==> config.mk <==
export PLATFORM = sky130hd
export DESIGN_NAME = pmt_timer
export DESIGN_NICKNAME = d
export VERILOG_FILES = /design/src/rtl/pmt_pkg.sv /design/src/rtl/pmt_prescale.sv /design/src/rtl/pmt_edge_sync.sv /design/src/rtl/pmt_counter.sv /design/src/rtl/pmt_flag_fsm.sv /design/src/rtl/pmt_timer.sv
export SDC_FILE = /design/constraint.sdc
export NUM_CORES = 1
export LEC_CHECK = 0
export CAP_MARGIN = 20
export CORE_ASPECT_RATIO = 1.5
export CORE_UTILIZATION = 30
export DETAILED_ROUTE_END_ITERATION = 16
export GPL_TIMING_DRIVEN = 0
export MAX_ROUTING_LAYER = met4
export SYNTH_ARGS = -nofsm -noshare
export SYNTH_HDL_FRONTEND = slang
export SYNTH_SLANG_ARGS = --single-unit
==> constraint.sdc <==
create_clock -name clk -period 2.7 [get_ports clk]
set_input_delay 0.27 -clock clk [delete_from_list [all_inputs] [get_ports clk]]
set_output_delay 0.27 -clock clk [all_outputs]
set_load 0.1 [all_outputs]
==> src/rtl/pmt_pkg.sv <==
package pmt_pkg;

    typedef enum logic [1:0] {
        FLG_CLEAR = 2'd0,
        FLG_SET   = 2'd1,
        FLG_ARMED = 2'd2
    } flag_state_e;

    localparam int unsigned ADR_CTRL   = 0;
    localparam int unsigned ADR_CNT_HI = 1;
    localparam int unsigned ADR_CNT_LO = 2;
    localparam int unsigned ADR_MOD_HI = 3;
    localparam int unsigned ADR_MOD_LO = 4;

    localparam int unsigned BIT_FLAG = 7;
    localparam int unsigned BIT_IE   = 6;
    localparam int unsigned BIT_STOP = 5;
    localparam int unsigned BIT_RST  = 4;

endpackage

==> src/rtl/pmt_prescale.sv <==
module pmt_prescale #(
    parameter int unsigned STAGES = 6,
    parameter int unsigned SEL_W  = 3
) (
    input  logic             clk,
    input  logic             rst_n,
    input  logic             clr,
    input  logic [SEL_W-1:0] sel,
    input  logic             ext_rise,
    output logic             tick
);
    localparam int unsigned TAPS = 1 << SEL_W;

    logic [STAGES-1:0] psc_q;
    logic [TAPS-1:0]   tap;

    always_ff @(posedge clk or negedge rst_n) begin
        if (!rst_n) begin
            psc_q <= '0;
        end else if (clr) begin
            psc_q <= '0;
        end else begin
            psc_q <= psc_q + STAGES'(1);
        end
    end

    // tap k fires once every 2^k cycles; codes above the divider chain use the pin
    generate
        for (genvar k = 0; k < TAPS; k++) begin : g_tap
            if (k == 0) begin : g_div1
                assign tap[k] = 1'b1;
            end else if (k <= STAGES) begin : g_divn
                assign tap[k] = &psc_q[k-1:0];
            end else begin : g_ext
                assign tap[k] = ext_rise;
            end
        end
    endgenerate

    assign tick = tap[sel];

endmodule

==> src/rtl/pmt_edge_sync.sv <==
module pmt_edge_sync #(
    parameter int unsigned SYNC = 2
) (
    input  logic clk,
    input  logic rst_n,
    input  logic din,
    output logic rise
);
    logic [SYNC-1:0] sync_q;
    logic            last_q;

    always_ff @(posedge clk or negedge rst_n) begin
        if (!rst_n) begin
            sync_q <= '0;
            last_q <= 1'b0;
        end else begin
            sync_q <= {sync_q[SYNC-2:0], din};
            last_q <= sync_q[SYNC-1];
        end
    end

    assign rise = sync_q[SYNC-1] & ~last_q;

endmodule

==> src/rtl/pmt_counter.sv <==
module pmt_counter #(
    parameter int unsigned W = 16
) (
    input  logic         clk,
    input  logic         rst_n,
    input  logic         clr,
    input  logic         ce,
    input  logic [W-1:0] modulo,
    output logic [W-1:0] count,
    output logic         ovf
);
    logic [W-1:0] count_q;
    logic         at_mod;

    assign at_mod = (count_q == modulo);
    assign ovf    = ce & ~clr & at_mod;
    assign count  = count_q;

    always_ff @(posedge clk or negedge rst_n) begin
        if (!rst_n) begin
            count_q <= '0;
        end else if (clr) begin
            count_q <= '0;
        end else if (ce) begin
            count_q <= at_mod ? '0 : count_q + W'(1);
        end
    end

endmodule

==> src/rtl/pmt_flag_fsm.sv <==
module pmt_flag_fsm
    import pmt_pkg::*;
(
    input  logic clk,
    input  logic rst_n,
    input  logic ovf,
    input  logic status_rd,
    input  logic clr_wr,
    input  logic ie,
    output logic flag,
    output logic irq
);
    flag_state_e state_q, state_d;

    always_comb begin
        state_d = state_q;
        unique case (state_q)
            FLG_CLEAR: if (ovf) state_d = FLG_SET;
            FLG_SET:   if (!ovf && status_rd) state_d = FLG_ARMED;
            FLG_ARMED: begin
                if (ovf)         state_d = FLG_SET;
                else if (clr_wr) state_d = FLG_CLEAR;
            end
            default:   state_d = FLG_CLEAR;
        endcase
    end

    always_ff @(posedge clk or negedge rst_n) begin
        if (!rst_n) state_q <= FLG_CLEAR;
        else        state_q <= state_d;
    end

    always_comb begin
        flag = (state_q != FLG_CLEAR);
        irq  = flag & ie;
    end

endmodule

==> src/rtl/pmt_timer.sv <==
module pmt_timer
    import pmt_pkg::*;
#(
    parameter int unsigned DATA_W      = 8,
    parameter int unsigned ADDR_W      = 3,
    parameter int unsigned PS_STAGES   = 6,
    parameter int unsigned SYNC_STAGES = 2
) (
    input  logic                clk,
    input  logic                rst_n,
    input  logic [ADDR_W-1:0]   addr,
    input  logic [DATA_W-1:0]   wdata,
    input  logic                wr_en,
    input  logic                rd_en,
    output logic [DATA_W-1:0]   rdata,
    input  logic                ext_clk,
    output logic                irq,
    output logic                cap_inhibit,
    output logic [2*DATA_W-1:0] count_out
);
    localparam int unsigned CNT_W = 2 * DATA_W;
    localparam int unsigned SEL_W = $clog2(PS_STAGES + 2);

    logic             ie_q;
    logic             stop_q;
    logic [SEL_W-1:0] sel_q;
    logic [CNT_W-1:0] mod_q;

    logic ctrl_wr, status_rd, flag_clr_wr, trst_pulse;
    logic ext_rise, tick, ce, ovf, flag;
    logic ctrl_unused;

    assign ctrl_wr     = wr_en && (addr == ADDR_W'(ADR_CTRL));
    assign status_rd   = rd_en && (addr == ADDR_W'(ADR_CTRL));
    assign flag_clr_wr = ctrl_wr && !wdata[BIT_FLAG];
    assign trst_pulse  = ctrl_wr && wdata[BIT_RST];
    assign ctrl_unused = wdata[3];

    always_ff @(posedge clk or negedge rst_n) begin
        if (!rst_n) begin
            ie_q   <= 1'b0;
            stop_q <= 1'b1;
            sel_q  <= '0;
            mod_q  <= '1;
        end else if (wr_en) begin
            if (addr == ADDR_W'(ADR_CTRL)) begin
                ie_q   <= wdata[BIT_IE];
                stop_q <= wdata[BIT_STOP];
                sel_q  <= wdata[SEL_W-1:0];
            end
            if (addr == ADDR_W'(ADR_MOD_HI)) mod_q[CNT_W-1:DATA_W] <= wdata;
            if (addr == ADDR_W'(ADR_MOD_LO)) mod_q[DATA_W-1:0]     <= wdata;
        end
    end

    pmt_edge_sync #(.SYNC(SYNC_STAGES)) u_sync (
        .clk  (clk),
        .rst_n(rst_n),
        .din  (ext_clk),
        .rise (ext_rise)
    );

    pmt_prescale #(.STAGES(PS_STAGES), .SEL_W(SEL_W)) u_psc (
        .clk     (clk),
        .rst_n   (rst_n),
        .clr     (trst_pulse),
        .sel     (sel_q),
        .ext_rise(ext_rise),
        .tick    (tick)
    );

    assign ce = tick & ~stop_q;

    pmt_counter #(.W(CNT_W)) u_cnt (
        .clk   (clk),
        .rst_n (rst_n),
        .clr   (trst_pulse),
        .ce    (ce),
        .modulo(mod_q),
        .count (count_out),
        .ovf   (ovf)
    );

    pmt_flag_fsm u_flag (
        .clk      (clk),
        .rst_n    (rst_n),
        .ovf      (ovf),
        .status_rd(status_rd),
        .clr_wr   (flag_clr_wr),
        .ie       (ie_q),
        .flag     (flag),
        .irq      (irq)
    );

    assign cap_inhibit = stop_q;

    always_comb begin
        rdata = '0;
        case (addr)
            ADDR_W'(ADR_CTRL): begin
                rdata[BIT_FLAG]  = flag;
                rdata[BIT_IE]    = ie_q;
                rdata[BIT_STOP]  = stop_q;
                rdata[SEL_W-1:0] = sel_q;
            end
            ADDR_W'(ADR_CNT_HI): rdata = count_out[CNT_W-1:DATA_W];
            ADDR_W'(ADR_CNT_LO): rdata = count_out[DATA_W-1:0];
            ADDR_W'(ADR_MOD_HI): rdata = mod_q[CNT_W-1:DATA_W];
            ADDR_W'(ADR_MOD_LO): rdata = mod_q[DATA_W-1:0];
            default:             rdata = '0;
        endcase
    end

endmodule

==> results.sh <==
export IMPL_status="finished, final reports clean"
export IMPL_synthXorXnorAreaFrac_pct=5.674
export IMPL_critPathSlowestCell="clkdlybuf4s50_1"
export IMPL_placed_cell_area_um2=3512
export IMPL_path_delay_family="buffers and inverters"
export IMPL_drcViolationCount=0
export IMPL_required_ps=2430
export IMPL_yosysTopAreaCell="dfrtp_1"
export IMPL_coreArea_um2=9361
export IMPL_critPathMaxFanout=10
export IMPL_detail_route_antenna_nets=0
export IMPL_area_growth_syn_to_layout_pct=24.49
export IMPL_synthTopCellsByCount="31 x dfrtp_1, 21 x inv_1, 20 x mux2_2, 17 x dfstp_2, 17 x xor2_1"
export IMPL_synth_area_um2=2933
export IMPL_drv_cap=0
export IMPL_yosys_warnings=0
export IMPL_antenna_found_initial=0
export IMPL_dieArea_um2=10180
export IMPL_grt_pass1_vias=2383
export IMPL_slew_headroom_pct=35.23
export IMPL_fin_nets=349
export IMPL_port_buffers=39
export IMPL_synth_most_common_cell="dfrtp_1"
export IMPL_start_util_pct=31.33
export IMPL_io_pins=42
export IMPL_grt_max_degree=41
export IMPL_grt_pass1_wl_mm=12.34
export IMPL_cts_root_buf="clkbuf_16"
export IMPL_slowest_delay_ps=590
export IMPL_p_leak_nw=1.516
export IMPL_cts_buffer_depth=2
export IMPL_row_count=43
export IMPL_place_congestion=0.8425
export IMPL_synthCells=281
export IMPL_cts_tree="built"
export IMPL_path_cells="clkdlybuf4s50_1, buf_2, mux4_2, nor2_1, a21oi_2, clkbuf_2"
export IMPL_setup_slack_ps=163.8
export IMPL_synthSimpleGateAreaFrac_pct=16.94
export IMPL_wl_per_cell_um=17.28
export IMPL_worst_slew_pin_slew_ps=968.5
export IMPL_fmax_ghz=0.3943
export IMPL_min_path_type="reg2reg"
export IMPL_synth_fa_ha_area_share_pct=1.706
export IMPL_drv_slew=0
export IMPL_synthDistinctLibCells=52
export IMPL_fill_cells=921
export IMPL_skew_ps=5.674
export IMPL_drtIter0Drc=253
export IMPL_synth_top_family_by_area="simple AND/OR/NAND/NOR gates"
export IMPL_pwr_density_cell_nw_per_um2=991.8
export IMPL_criticalPathCategory="in2out"
export IMPL_rsz0062_at_grt="false"
export IMPL_clock_sinks=48
export IMPL_finalSetupViolCount=0
export IMPL_drive_above_1_share_pct=26.67
export IMPL_grtUsageTotal_pct=16.91
export IMPL_die_w_um=82.73
export IMPL_period_needed_ps=2536
export IMPL_yosysTopAreaCellShare_pct=26.45
export IMPL_ys_flop_type="dfrtp_1"
export IMPL_viasPerCell=5.371
export IMPL_place_ws_ps=-441.7
export IMPL_endpoint_kind="output port"
export IMPL_hpwl_mm=5.690
export IMPL_critical_path_buf_inv_count=3
export IMPL_synth_compound_gate_area_share_pct=12.33
export IMPL_dr_pass1_iters=4
export IMPL_fp_dieH_um=123.1
export IMPL_grt_ovfl_total=0
export IMPL_route_vias_total=2374
export IMPL_h_tree_depth=2
export IMPL_synthTopCellsByArea="dfrtp_1 26%, dfstp_2 15%, mux2_2 7.7%"
export IMPL_wirelength_mm=7.636
export IMPL_yosysSeqAreaShare_pct=41.68
export IMPL_ys_ff_latch=48
export IMPL_cp_arrival_ps=2270
export IMPL_synth_async_reset_ratio_pct=100.0
export IMPL_stdcell_area_um2=3651
export IMPL_path_clk_slew_ps=60
export IMPL_cts_made_buffers=5
export IMPL_synthMuxAreaShare_pct=13.40
export IMPL_finalCritPeriodShare_pct=93.93
export IMPL_n_antenna_cell=0
export IMPL_peakVddDrop_mv=0.6353
export IMPL_finalHoldViolCount=0
export IMPL_avgSynthCellArea_um2=10.44
export IMPL_synth_edff_count=0
export IMPL_clkLatencyLatePin_ps=290
export IMPL_worstSetupStartpointType="input port"
export IMPL_synth_nets=301
## worst paths after layout
path / from / to / slack [ps] / depth (start not counted)
min in group asynchronous: rst_n / u_sync.sync_q[1] / 370 / 2
worst max register to register: u_psc.psc_q[0] / u_cnt.count[11] / 520 / 10
worst max-delay path: addr[0] / rdata[7] / 160 / 6
worst min-delay path: u_sync.sync_q[0] / u_sync.sync_q[1] / 360 / 0
worst min register to register: u_sync.sync_q[0] / u_sync.sync_q[1] / 360 / 0
max in group asynchronous: rst_n / mod_q[4] / 1770 / 3
## cell families after synthesis
| group | count (synthesis) |
|---|---|
| AND/OR/NAND/NOR | 84 |
| AO/OA/AOI/OAI | 53 |
| flip-flops | 48 |
| buffers and inverters | 40 |
| multiplexers | 33 |
| XOR/XNOR | 19 |
| adder cells (fa/ha/maj) | 4 |
## final cells by class
type                       count  area (um2)  area share, %
multi-input combinational    193        1501          41.12
sequential                    48        1222          33.48
timing repair buffer          41       404.1          11.07
buffer                        19       163.9          4.489
tap                          112       140.1          3.838
clock buffer                   6       128.9          3.530
inverter                      21       78.83          2.159
clock inverter                 2       11.26         0.3084
## flip-flops by register name, indices dropped and copies added, names as in the netlist
register	cells
cap_inhibit	1
ie_q	1
mod_q	16
sel_q	3
u_cnt.count	16
u_flag.state_q	2
u_psc.psc_q	6
u_sync.last_q	1
u_sync.sync_q	2
## report_power, final
part | switching (mW) | leakage, nW | total [mW] | internal (mW)
logic | 1.22 | 0.866 | 1.80 | 0.582
registers | 0.265 | 0.578 | 1.22 | 0.952
clock network | 0.263 | 0.0712 | 0.605 | 0.343
total | 1.74 | 1.52 | 3.62 | 1.88
## stage by stage
stage	power [mW]	cells	setup TNS (ps)	util [%]	hold WS, ps
after CTS	3.658	442	-63.29	39.15	361.0
after global placement	3.008	432	-2301	37.36	334.4
after detailed placement	3.039	433	-2452	37.52	148.6
after floorplan	2.559	281	-384.2	-	-25.59
after global routing	3.827	442	0	39.00	367.5
final	3.621	442	0	39.00	357.9
## repair_timing
item,4_1_cts,5_1_grt
setup buffers,0,0
pin swaps,0,0
endpoints found under the setup margin,8,3
endpoints found under the hold margin,8,0
gates resized for setup,18,6
hold buffers,1,0
## metal layers
metal | GRT usage (%) | up-vias | wire length (um) | part of all wire, %
li1 | - | 1123 | - | -
met1 | 19.44 | 1176 | 3149 | 41
met2 | 28.79 | 60 | 3987 | 52
met3 | 2.435 | 15 | 247 | 3.2
met4 | 7.220 | 0 | 251 | 3.3
met5 | - | - | 0 | 0
## cell usage in the layout (no fill, tap or decap), types with 4 or more instances in the layout
cell	instances
nand4_1	9
nor2_1	16
nor4_1	6
buf_2	7
a41oi_1	4
mux2i_1	10
nand3_1	9
ha_1	4
nand2_1	10
o21ai_0	4
o21ai_1	5
and2_1	8
dfstp_2	17
a21oi_1	4
clkbuf_16	5
xor2_1	17
dfrtp_1	31
inv_1	21
clkdlybuf4s15_2	4
clkbuf_8	4
clkdlybuf4s50_1	30
a31oi_1	8
o2111ai_1	8
mux2_2	20
Power figures use the tool's default switching activity.
